## config.mk

```make
export PLATFORM = sky130hd
export DESIGN_NAME = rxfifo_idle_timeout
export DESIGN_NICKNAME = d
export VERILOG_FILES = /design/src/rtl/rxto_pkg.sv /design/src/rtl/rxto_window_calc.sv /design/src/rtl/rxto_tick_counter.sv /design/src/rtl/rxto_ctrl_fsm.sv /design/src/rtl/rxfifo_idle_timeout.sv
export SDC_FILE = /design/constraint.sdc
export NUM_CORES = 1
export LEC_CHECK = 0
export BUFFER_PORTS_ARGS = -buffer_cell sky130_fd_sc_hd__buf_2
export CAP_MARGIN = 10
export CORE_AREA = 3 3 42 44
export DETAILED_ROUTE_END_ITERATION = 6
export DIE_AREA = 0 0 45 47
export GPL_ROUTABILITY_DRIVEN = 1
export PLACE_DENSITY_LB_ADDON = 0.25
export SYNTH_ARGS = -nofsm -noshare
export SYNTH_HDL_FRONTEND = slang
export SYNTH_SLANG_ARGS = --single-unit
```

## constraint.sdc

```tcl
create_clock -name clk -period 4.1 [get_ports clk]
set_input_delay 0.615 -clock clk [delete_from_list [all_inputs] [get_ports clk]]
set_output_delay 0.615 -clock clk [all_outputs]
set_load 0.02 [all_outputs]
```

## src/rtl/rxto_pkg.sv

```systemverilog
package rxto_pkg;

    typedef enum logic [1:0] {
        ST_IDLE    = 2'd0,
        ST_ARMED   = 2'd1,
        ST_EXPIRED = 2'd2
    } rxto_state_e;

    localparam int unsigned START_BITS = 1;
    localparam int unsigned MIN_DATA   = 5;
    localparam int unsigned MIN_STOP   = 1;
    localparam int unsigned MAX_FRAME  = START_BITS + MIN_DATA + 3 + 1 + MIN_STOP + 1;

    function automatic int unsigned frame_bits(input logic [1:0] len_sel,
                                               input logic       par,
                                               input logic       stop2);
        return START_BITS + MIN_DATA + 32'(len_sel) + 32'(par) + MIN_STOP + 32'(stop2);
    endfunction

endpackage

```

## src/rtl/rxto_window_calc.sv

```systemverilog
module rxto_window_calc
    import rxto_pkg::*;
#(
    parameter int unsigned OVERSAMPLE   = 16,
    parameter int unsigned WINDOW_CHARS = 4,
    parameter int unsigned CNT_W        = 10
) (
    input  logic [1:0]       data_len_sel,
    input  logic             parity_on,
    input  logic             stop_two,
    output logic [CNT_W-1:0] limit
);

    localparam int unsigned TICKS_PER_BIT_WIN = OVERSAMPLE * WINDOW_CHARS;

    always_comb begin
        limit = CNT_W'(TICKS_PER_BIT_WIN * frame_bits(data_len_sel, parity_on, stop_two));
    end

endmodule

```

## src/rtl/rxto_tick_counter.sv

```systemverilog
module rxto_tick_counter #(
    parameter int unsigned CNT_W = 10
) (
    input  logic             clk,
    input  logic             rst_n,
    input  logic             clr,
    input  logic             tick,
    input  logic [CNT_W-1:0] limit,
    output logic [CNT_W-1:0] cnt,
    output logic             done
);

    // Clear wins over a coincident tick; saturates at the limit.
    always_ff @(posedge clk) begin
        if (!rst_n) begin
            cnt <= '0;
        end else if (clr) begin
            cnt <= '0;
        end else if (tick && (cnt < limit)) begin
            cnt <= cnt + 1'b1;
        end
    end

    assign done = (cnt >= limit);

endmodule

```

## src/rtl/rxto_ctrl_fsm.sv

```systemverilog
module rxto_ctrl_fsm
    import rxto_pkg::*;
(
    input  logic        clk,
    input  logic        rst_n,
    input  logic        fifo_en,
    input  logic        fifo_nonempty,
    input  logic        char_rcvd,
    input  logic        host_read,
    input  logic        cnt_done,
    output rxto_state_e state,
    output logic        pend,
    output logic        cnt_clr
);

    rxto_state_e state_q;
    rxto_state_e state_d;
    logic        active;
    logic        restart;

    assign active  = fifo_en && fifo_nonempty;
    assign restart = char_rcvd || host_read;

    always_comb begin
        state_d = state_q;
        if (!active) begin
            state_d = ST_IDLE;
        end else begin
            unique case (state_q)
                ST_IDLE:    state_d = ST_ARMED;
                ST_ARMED:   begin
                    if (restart)       state_d = ST_ARMED;
                    else if (cnt_done) state_d = ST_EXPIRED;
                end
                ST_EXPIRED: begin
                    if (host_read) state_d = ST_ARMED;
                end
                default:    state_d = ST_IDLE;
            endcase
        end
    end

    always_ff @(posedge clk) begin
        if (!rst_n) state_q <= ST_IDLE;
        else        state_q <= state_d;
    end

    always_comb begin
        pend    = (state_q == ST_EXPIRED);
        cnt_clr = restart || !active || (state_q == ST_IDLE);
        state   = state_q;
    end

endmodule

```

## src/rtl/rxfifo_idle_timeout.sv

```systemverilog
module rxfifo_idle_timeout
    import rxto_pkg::*;
#(
    parameter int unsigned OVERSAMPLE   = 16,
    parameter int unsigned WINDOW_CHARS = 4
) (
    input  logic       clk,
    input  logic       rst_n,
    input  logic       fifo_en,
    input  logic       fifo_nonempty,
    input  logic       char_rcvd,
    input  logic       host_read,
    input  logic       baud16_tick,
    input  logic [1:0] data_len_sel,
    input  logic       parity_on,
    input  logic       stop_two,
    output logic       timeout_pend
);

    localparam int unsigned MAX_WINDOW = OVERSAMPLE * WINDOW_CHARS * MAX_FRAME;
    localparam int unsigned CNT_W      = $clog2(MAX_WINDOW + 1);

    logic [CNT_W-1:0] limit;
    logic [CNT_W-1:0] cnt;
    logic             cnt_done;
    logic             cnt_clr;
    rxto_state_e      state;

    rxto_window_calc #(
        .OVERSAMPLE  (OVERSAMPLE),
        .WINDOW_CHARS(WINDOW_CHARS),
        .CNT_W       (CNT_W)
    ) u_win (
        .data_len_sel(data_len_sel),
        .parity_on   (parity_on),
        .stop_two    (stop_two),
        .limit       (limit)
    );

    rxto_tick_counter #(
        .CNT_W(CNT_W)
    ) u_cnt (
        .clk  (clk),
        .rst_n(rst_n),
        .clr  (cnt_clr),
        .tick (baud16_tick),
        .limit(limit),
        .cnt  (cnt),
        .done (cnt_done)
    );

    rxto_ctrl_fsm u_fsm (
        .clk          (clk),
        .rst_n        (rst_n),
        .fifo_en      (fifo_en),
        .fifo_nonempty(fifo_nonempty),
        .char_rcvd    (char_rcvd),
        .host_read    (host_read),
        .cnt_done     (cnt_done),
        .state        (state),
        .pend         (timeout_pend),
        .cnt_clr      (cnt_clr)
    );

endmodule

```

==> flow_summary_export.csv, run 1 <==
group,metric,value,unit
clocking,clock_path_buffers,2,
min_path,whs_path_depth,2,
logic_synthesis,netlist_area,848,sq um
sta,timing_worst_slew_pin_value,0.496,ns
routing,drt-pass1-iter-count,4,
worst_setup_path,max_stage_delay,0.56,ns
worst_setup_path,critical_path.cell_chain,"buf_2, inv_1, ha_1, inv_1, ha_1, inv_1, fa_1, ha_1, nor2b_4, o21ba_1, or4_1, a21oi_1",
placed_design,dpl_hpwl,1210,microns
pwr,net_switching_share_of_the_total_power,23.9,%
logic_synthesis,synth_fp_nets,120,
placed_design,routabilityCongestion,0.812,
sta,worst_clock_skew,0.00123,ns
pwr,power_leakage,0.365,nW
layout,most-common-layout-cells,"sky130_fd_sc_hd__dfxtp_1 (12), sky130_fd_sc_hd__buf_2 (11), sky130_fd_sc_hd__inv_1 (10), sky130_fd_sc_hd__a21oi_1 (10), sky130_fd_sc_hd__ha_1 (9)",
grt,grt_overflow,0,
sta,finalSetupTns,0,ns
logic_synthesis,yosys_register_bits,12,
clocking,postCtsSetupBuffers,0,
floorplan,io_pins,12,
clocking,clock_pin_slew_on_the_worst_setup_and_hold_paths,0.07,ns
pwr,clock_power_share,32.6,%
logic_synthesis,yosys_warnings,0,
layout,fin_nets,133,
floorplan,die_h,47,microns
logic_synthesis,syn-mean-instance-area,8.57,sq um
worst_setup_path,worstPathBufferInverterCount,4,
clocking,clock_sink_count,12,
worst_setup_path,crit_arrival,3.23,ns
floorplan,dieArea,2120,sq um
pwr,power.density,237,nW/um^2
floorplan,die_x,45,microns
grt,global_route_wire_length_before_repair,2540,microns
worst_setup_path,reg2reg_depth,5,
clocking,cts_buffers,3,
sta,report.final.slew_viol_count,0,
worst_setup_path,crit_path_start_kind,"input pin",
sta,hold_ws,0.503,ns
layout,drive_above_1_share,16.4,%
logic_synthesis,synth_cell_type_count,32,
placed_design,placement.cell_area,903,sq um
run,max_cap_viol_count,0,
layout,insertedDiodeCount,0,
floorplan,floorplan.initialDensity,57.7,%
routing,wirelength,1550,microns
min_path,worst_min_delay_path_category,"flop to flop",
clocking,tritoncts,"yes",
floorplan,placementRows,14,
sta,fin_crit,3.03,ns
pwr,power.ir.vdd_worst,156,uV
clocking,hold_buffers,0,
layout,final_common_cell,"sky130_fd_sc_hd__dfxtp_1",
logic_synthesis,synth_area_leaders,"sky130_fd_sc_hd__dfxtp_1 (28%), sky130_fd_sc_hd__ha_1 (13%), sky130_fd_sc_hd__a21oi_1 (5.9%)",
logic_synthesis,synth_enable_flop_cells,0,
sta,timing.final.hold_violations,0,
layout,postLayoutCoreUtil,62.9,%
logic_synthesis,synth_top_cell_by_area,"sky130_fd_sc_hd__dfxtp_1",
pwr,cellInternalPower,167,uW
pwr,power.sequential.fraction,53.6,%
sta,post-route-period-util,73.9,%
pwr,net_sw_power,52.4,uW
layout,final.fill_count,134,
routing,drc,0,
worst_setup_path,crit_path_max_fanout,18,
status,outcome,"finished clean",
floorplan,fp.coreArea,1470,sq um
layout,final_cell_area,926,sq um
worst_setup_path,worst_ep_required_time,4.30,ns
worst_setup_path,critical_path_capture_point_type,"flop",
logic_synthesis,synth_cells,99,
worst_setup_path,timing.setup.critical_path_class,"input pin to flop",
pwr,power.total,219,uW
grt,maximum_number_of_pins_on_one_net_before_global_route_repair,19,
routing,wire_per_inst,12.3,microns
sta,fmax_achieved,330,MHz
routing,total_vias_in_the_final_route,734,
clocking,root_buffer,"sky130_fd_sc_hd__clkbuf_4",
clocking,cts_htree_levels,1,
clocking,cts_repair_resize_count,0,
worst_setup_path,worst-path-stages,12,
grt,globalRouteTotalUtil,16.6,%
sta,max_slew_margin,66.9,%
clocking,insertion_delay,0.27,ns
pwr,pwr-share-comb,13.8,%
worst_setup_path,critical_path.slowest_cell,"sky130_fd_sc_hd__or4_1",
logic_synthesis,synth_ff_type,"sky130_fd_sc_hd__dfxtp_1",
grt,grt_pass1_vias,643,
logic_synthesis,synth-seq-area-share,28.3,%
sta,rsz0062_at_grt,"false",
worst_setup_path,critPathTopFamily,"adder cells",
grt,grt_antenna_before_repair,0,
logic_synthesis,synthDominantCellAreaShare,28.3,%
placed_design,buffer_ports.inserted,11,
routing,final_antenna_net_count,0,
routing,avgViaCountPerCell,5.83,
routing,drt_iter0_drc,10,
logic_synthesis,async_reset_ff_share,0,%
layout,flow.area_growth_from_synthesis,9.14,%
sta,final-setup-viol-count,0,
==> cell families after synthesis <==
group	count (synthesis)	synth area share, %
xor+xnor	1	1.03
simple gates	36	27.0
compound gates	27	21.2
flops	12	28.3
fa+ha+maj	10	15.6
buf+inv	13	6.78
==> sequential cells by signal, summed over array words and instances, names as in the netlist <==
signal	flops
u_cnt.cnt	10
u_fsm.state	2
==> stage by stage <==
stage	setup slack [ns]	std cells
floorplan	1.11	99
global placement	0.855	123
detailed placement	0.780	123
CTS	1.05	126
global route	0.871	126
finish	1.07	126
==> metal layers <==
layer  vias to the layer above  GRT usage, %  wire, microns
li1                        395             -              -
met1                       321          20.6            775
met2                        14          28.0            695
met3                         4          2.30             53
met4                         0          8.77             25
met5                         -             0              0
==> cell type report <==
class	count	area (sq um)	area share (%)
multi-input cells	74	551	59.5
flip-flops and latches	12	240	25.9
repair buffers	11	55.1	5.95
inverters	10	37.5	4.05
clock buffers	3	22.5	2.43
well taps	16	20.0	2.16
==> cells in the mapped netlist (3+ instances only) <==
| master | number |
|---|---|
| sky130_fd_sc_hd__or4_1 | 6 |
| sky130_fd_sc_hd__o31ai_1 | 6 |
| sky130_fd_sc_hd__nand2_1 | 4 |
| sky130_fd_sc_hd__nor3_1 | 4 |
| sky130_fd_sc_hd__or3_1 | 3 |
| sky130_fd_sc_hd__inv_1 | 10 |
| sky130_fd_sc_hd__nand3_1 | 4 |
| sky130_fd_sc_hd__ha_1 | 9 |
| sky130_fd_sc_hd__nand4_1 | 3 |
| sky130_fd_sc_hd__o21ai_0 | 4 |
| sky130_fd_sc_hd__a21oi_1 | 10 |
| sky130_fd_sc_hd__dfxtp_1 | 12 |
| sky130_fd_sc_hd__and4_1 | 3 |
==> power groups by stage <==
stage	Sequential [mW]	Combinational, mW	Clock (mW)
after floorplan	0.120	0.0213	0
after global placement	0.120	0.0293	0
after detailed placement	0.120	0.0305	0
after CTS	0.117	0.0306	0.0741
after global routing	0.117	0.0351	0.0773
final	0.117	0.0303	0.0714
==> path summary, 6_finish.rpt <==
path,startpoint,slack [ns],to
setup / recovery,data_len_sel[0],1.07,u_cnt.cnt[7]
hold reg to reg,u_cnt.cnt[6],0.50,u_cnt.cnt[6]
setup reg to reg,u_cnt.cnt[7],2.19,u_cnt.cnt[7]
hold / removal,u_cnt.cnt[6],0.50,u_cnt.cnt[6]
==> tightest hold or removal path: stages, from the launching register on <==
cell and delay [ns]:
sky130_fd_sc_hd__dfxtp_1 0.33, sky130_fd_sc_hd__o31ai_1 0.07, sky130_fd_sc_hd__a21oi_1 0.06
Power figures use the tool's default switching activity.
==> run 2, diff against run 1 <==
- CORE_AREA: 3 3 42 44 -> 3 3 44 46
- DIE_AREA: 0 0 45 47 -> 0 0 47 49
- clock period: 4.1 -> 3.1 ns (I/O delays scaled with it)
==> flow_summary_export.csv, run 2 (synthesized netlist as in run 1, its figures left out) <==
group,metric,value,unit
routing,wire_per_inst,13.1,microns
routing,total_vias_in_the_final_route,758,
routing,final_antenna_net_count,0,
layout,max_flop_register,"u_cnt.cnt",
floorplan,floorplan.initialDensity,55.0,%
pwr,power.ir.vdd_worst,189,uV
sta,hold_ws,0.496,ns
routing,drc,0,
clocking,clock_pin_slew_on_the_worst_setup_and_hold_paths,0.07,ns
layout,insertedDiodeCount,0,
floorplan,placementRows,14,
worst_setup_path,reg2reg_depth,5,
run,max_cap_viol_count,0,
layout,flow.area_growth_from_synthesis,11.8,%
floorplan,fp.coreArea,1540,sq um
worst_setup_path,crit_end,"u_cnt.cnt[2]",
placed_design,total_placed_cells_including_tap_cells,126,
routing,drt_iter0_drc,23,
grt,globalRouteTotalUtil,16.3,%
clocking,insertion_delay,0.28,ns
min_path,worst_min_delay_path_category,"input pin to flop",
routing,wirelength,1700,microns
sta,report.final.slew_viol_count,0,
floorplan,die_x,47,microns
layout,most-common-layout-cells,"sky130_fd_sc_hd__dfxtp_1 (12), sky130_fd_sc_hd__buf_2 (11), sky130_fd_sc_hd__inv_1 (10), sky130_fd_sc_hd__a21oi_1 (10), sky130_fd_sc_hd__ha_1 (9)",
status,outcome,"finished clean",
worst_setup_path,worstSetupStartpoint,"data_len_sel[0]",
placed_design,placement.cell_area,926,sq um
layout,final_cell_area,948,sq um
worst_setup_path,critical_path_capture_point_type,"flop",
clocking,cts_htree_levels,1,
worst_setup_path,r2r_slack,1.20,ns
clocking,root_buffer,"sky130_fd_sc_hd__clkbuf_4",
worst_setup_path,crit_path_start_kind,"input pin",
placed_design,buffer_ports.inserted,11,
sta,final-setup-viol-count,0,
clocking,postCtsSetupBuffers,0,
sta,max_slew_margin,75.7,%
placed_design,dpl_hpwl,1320,microns
sta,rsz0062_at_grt,"false",
sta,finalSetupTns,0,ns
sta,post-route-period-util,90.9,%
layout,fin_nets,136,
layout,max_ffs_per_register,10,
pwr,power_leakage,0.380,nW
floorplan,dieArea,2300,sq um
worst_setup_path,critical_path.reg2reg.endpoint,"u_cnt.cnt[6]",
sta,fin_crit,2.82,ns
grt,maximum_number_of_pins_on_one_net_before_global_route_repair,13,
grt,global_route_wire_length_before_repair,2730,microns
floorplan,io_pins,12,
worst_setup_path,crit_arrival,3.02,ns
grt,grt_antenna_before_repair,0,
layout,layout.cells.non_filler,129,
sta,worst_clock_skew,0.00979,ns
sta,timing_worst_slew_pin_value,0.365,ns
clocking,cts_buffers,3,
placed_design,routabilityCongestion,0.778,
worst_setup_path,worst_ep_required_time,3.30,ns
sta,fmax_achieved,355,MHz
layout,final_common_cell,"sky130_fd_sc_hd__dfxtp_1",
floorplan,die_h,49,microns
grt,grt_overflow,0,
clocking,clock_sink_count,12,
clocking,cts_repair_resize_count,0,
grt,grt_pass1_vias,665,
clocking,tritoncts,"yes",
pwr,power.density,309,nW/um^2
clocking,clock_path_buffers,2,
routing,drt-pass1-iter-count,4,
worst_setup_path,timing.setup.critical_path_class,"input pin to flop",
layout,drive_above_1_share,18.6,%
worst_setup_path,crit_path_max_fanout,12,
clocking,hold_buffers,0,
routing,avgViaCountPerCell,5.88,
worst_setup_path,r2r-start,"u_cnt.cnt[9]",
sta,timing.final.hold_violations,0,
## run 2: how the worst min path moves through the flow
stage | from | cells past startpoint | end | slack [ns]
after floorplan | u_cnt.cnt[9] | 2 | u_cnt.cnt[9] | 0.46
after global routing | baud16_tick | 3 | u_cnt.cnt[1] | 0.50
after detailed placement | u_cnt.cnt[6] | 2 | u_cnt.cnt[6] | 0.49
after global placement | u_cnt.cnt[6] | 2 | u_cnt.cnt[6] | 0.48
after CTS | baud16_tick | 3 | u_cnt.cnt[1] | 0.49
final | baud16_tick | 3 | u_cnt.cnt[1] | 0.50
## run 2: layer usage
metal	global-route usage [%]	up-vias	wire length (microns)
li1	-	399	-
met1	20.9	338	801
met2	24.7	19	788
met3	5.54	2	93
met4	5.53	0	14
met5	0	-	0
## run 2: cell type report
class / instances / area [sq um]
clock buffer: 3 / 22.5
timing repair buffer: 14 / 77.6
multi-input combinational: 74 / 551
tap: 16 / 20.0
fill: 142 / 593
inverter: 10 / 37.5
sequential: 12 / 240
## run 2: critical path: stages
cell	delay [ns]
sky130_fd_sc_hd__buf_2	0.08
sky130_fd_sc_hd__inv_1	0.05
sky130_fd_sc_hd__ha_1	0.28
sky130_fd_sc_hd__inv_1	0.05
sky130_fd_sc_hd__ha_1	0.15
sky130_fd_sc_hd__inv_1	0.06
sky130_fd_sc_hd__fa_1	0.46
sky130_fd_sc_hd__ha_1	0.30
sky130_fd_sc_hd__nor2b_4	0.13
sky130_fd_sc_hd__o21ba_1	0.28
sky130_fd_sc_hd__buf_4	0.20
sky130_fd_sc_hd__or3_1	0.35
sky130_fd_sc_hd__a21oi_1	0.16
## run 2: metrics by stage
stage / power, mW / utilization (%) / setup WS, ns
final: 0.293 / 61.5 / 0.281
after global routing: 0.309 / 61.5 / 0.146
after CTS: 0.293 / 61.5 / 0.263
after detailed placement: 0.200 / 60.1 / -0.00433
after global placement: 0.198 / 60.1 / 0.0778
after floorplan: 0.187 / - / 0.262
## run 2: power breakdown
group	switching, mW	internal [mW]	total [mW]
Clock	0.0518	0.0450	0.0968
Sequential	0.000627	0.155	0.155
Combinational	0.0193	0.0213	0.0406
==> run 3, diff against run 2 <==
- PLACE_DENSITY: not set -> 0.73
- PLACE_DENSITY_LB_ADDON: 0.25 -> not set
==> flow_summary_export.csv, run 3 (synthesized netlist as in run 1, its figures left out) <==
group,metric,value,unit
placed_design,buffer_ports.inserted,11,
layout,final_common_cell,"sky130_fd_sc_hd__dfxtp_1",
pwr,net_switching_share_of_the_total_power,22.8,%
worst_setup_path,critical_path.slowest_cell,"sky130_fd_sc_hd__or4_1",
sta,report.final.slew_viol_count,0,
min_path,worst_min_delay_path_category,"input pin to flop",
clocking,cts_repair_resize_count,0,
sta,timing_worst_slew_pin_value,0.373,ns
run,max_cap_viol_count,0,
routing,total_vias_in_the_final_route,757,
pwr,cellInternalPower,247,uW
worst_setup_path,r2r_slack,1.24,ns
clocking,hold_buffers,0,
floorplan,die_h,49,microns
sta,finalSetupTns,0,ns
sta,worst_clock_skew,0.00307,ns
grt,grt_antenna_before_repair,0,
sta,final-setup-viol-count,0,
routing,wirelength,1660,microns
worst_setup_path,timing.setup.critical_path_class,"input pin to flop",
placed_design,dpl_hpwl,1330,microns
layout,flow.area_growth_from_synthesis,13.4,%
worst_setup_path,critical_path.reg2reg.endpoint,"u_cnt.cnt[9]",
worst_setup_path,crit_path_start_kind,"input pin",
status,outcome,"finished clean",
clocking,tritoncts,"yes",
pwr,power.density,333,nW/um^2
routing,drt-pass1-iter-count,4,
sta,max_slew_margin,75.1,%
sta,timing.final.hold_violations,0,
pwr,power.total,320,uW
routing,drt_iter0_drc,15,
clocking,postCtsSetupBuffers,0,
worst_setup_path,critical_path_capture_point_type,"flop",
layout,most-common-layout-cells,"sky130_fd_sc_hd__dfxtp_1 (12), sky130_fd_sc_hd__buf_2 (11), sky130_fd_sc_hd__inv_1 (10), sky130_fd_sc_hd__a21oi_1 (10), sky130_fd_sc_hd__ha_1 (9)",
layout,max_flop_register,"u_cnt.cnt",
clocking,clock_sink_count,12,
layout,insertedDiodeCount,0,
worst_setup_path,r2r-start,"u_cnt.cnt[7]",
routing,wire_per_inst,12.7,microns
floorplan,floorplan.initialDensity,55.0,%
worst_setup_path,reg2reg_depth,5,
pwr,clock_power_share,38.8,%
layout,multi_input_area,551,sq um
clocking,root_buffer,"sky130_fd_sc_hd__clkbuf_4",
placed_design,routabilityCongestion,0.740,
worst_setup_path,critical_path.cell_chain,"buf_2, inv_1, ha_1, inv_1, ha_1, inv_1, fa_1, ha_1, nor2b_4, o21ba_1, or4_1, a21oi_1",
pwr,net_sw_power,72.9,uW
routing,final_antenna_net_count,0,
routing,avgViaCountPerCell,5.82,
routing,drc,0,
grt,globalRouteTotalUtil,16.0,%
min_path,whs_path_depth,3,
worst_setup_path,worst_ep_required_time,3.30,ns
pwr,pwr-share-comb,12.7,%
layout,drive_above_1_share,19.3,%
floorplan,dieArea,2300,sq um
sta,post-route-period-util,90.2,%
floorplan,placementRows,14,
worst_setup_path,max_stage_delay,0.53,ns
grt,grt_overflow,0,
grt,global_route_wire_length_before_repair,2860,microns
pwr,power.sequential.fraction,48.5,%
clocking,cts_buffers,3,
min_path,hold_path_startpoint,"baud16_tick",
clocking,clock_pin_slew_on_the_worst_setup_and_hold_paths,0.08,ns
clocking,cts_htree_levels,1,
layout,fin_nets,136,
sta,fin_crit,2.80,ns
worst_setup_path,crit_path_max_fanout,12,
layout,final.fill_count,141,
clocking,insertion_delay,0.27,ns
sta,fmax_achieved,357,MHz
grt,grt_pass1_vias,764,
layout,layout.area.seq,240,sq um
grt,maximum_number_of_pins_on_one_net_before_global_route_repair,13,
pwr,power_leakage,0.387,nW
worst_setup_path,crit_arrival,2.99,ns
sta,rsz0062_at_grt,"false",
floorplan,fp.coreArea,1540,sq um
floorplan,io_pins,12,
layout,max_ffs_per_register,10,
min_path,min_delay_worst_endpoint,"u_cnt.cnt[1]",
clocking,clock_path_buffers,2,
floorplan,die_x,47,microns
pwr,power.ir.vdd_worst,273,uV
-- run 3: changes by cell type in the layout (fill, tap and decap cells not counted), sizes merged --
cell    change
clkbuf      +1
-- run 3: stage by stage --
step           hold WS, ns  std cells  setup WS (ns)  cell area [sq um]  utilization (%)
2_1_floorplan        0.456         99          0.262                848                -
3_3_place_gp         0.474        126         0.0690                926             60.1
3_5_place_dp         0.504        126        0.00397                926             60.1
4_1_cts              0.491        130          0.274                962             62.4
5_1_grt              0.500        130          0.140                962             62.4
6_report             0.490        130          0.303                962             62.4
-- run 3: final cells by class --
cell class                      count  share of cell area, %
Tap cell                           16                   2.08
Timing Repair Buffer               14                   8.06
Sequential cell                    12                   25.0
Clock buffer                        4                   3.77
Inverter                           10                   3.90
Multi-Input combinational cell     74                   57.2
-- run 3: how the worst max path moves through the flow --
| stage | cells past startpoint | startpoint | end | slack, ns |
|---|---|---|---|---|
| 2_1_floorplan | 12 | data_len_sel[0] | u_cnt.cnt[5] | 0.26 |
| 3_3_place_gp | 12 | data_len_sel[0] | u_cnt.cnt[5] | 0.07 |
| 3_5_place_dp | 13 | data_len_sel[0] | u_cnt.cnt[9] | 0.004 |
| 4_1_cts | 12 | data_len_sel[0] | u_cnt.cnt[9] | 0.27 |
| 5_1_grt | 13 | data_len_sel[0] | u_cnt.cnt[9] | 0.14 |
| 6_report | 12 | data_len_sel[0] | u_cnt.cnt[9] | 0.30 |
-- run 3: worst max-delay path, delay by kind of cell --
kind | cells | cell delay [ns]
adder cells (fa/ha/maj) | 4 | 1.19
AND/OR/NAND/NOR | 2 | 0.66
AO/OA/AOI/OAI | 2 | 0.45
buffers and inverters | 4 | 0.22
-- run 3: layer usage --
metal | share of wire [%] | routed length (microns) | global-route usage, % | vias to the layer above
met2 | 48 | 788 | 27.4 | 11
met4 | 0.84 | 14 | 5.53 | 0
li1 | - | - | - | 405
met3 | 3.3 | 54 | 2.21 | 2
met1 | 48 | 800 | 19.6 | 339
met5 | 0 | 0 | 0 | -
-- run 3: power by group through the flow --
stage	clock network [mW]	registers, mW	logic (mW)
2_1_floorplan	0	0.159	0.0282
6_report	0.124	0.155	0.0406
4_1_cts	0.127	0.155	0.0414
3_3_place_gp	0	0.159	0.0395
5_1_grt	0.135	0.155	0.0467
3_5_place_dp	0	0.159	0.0409
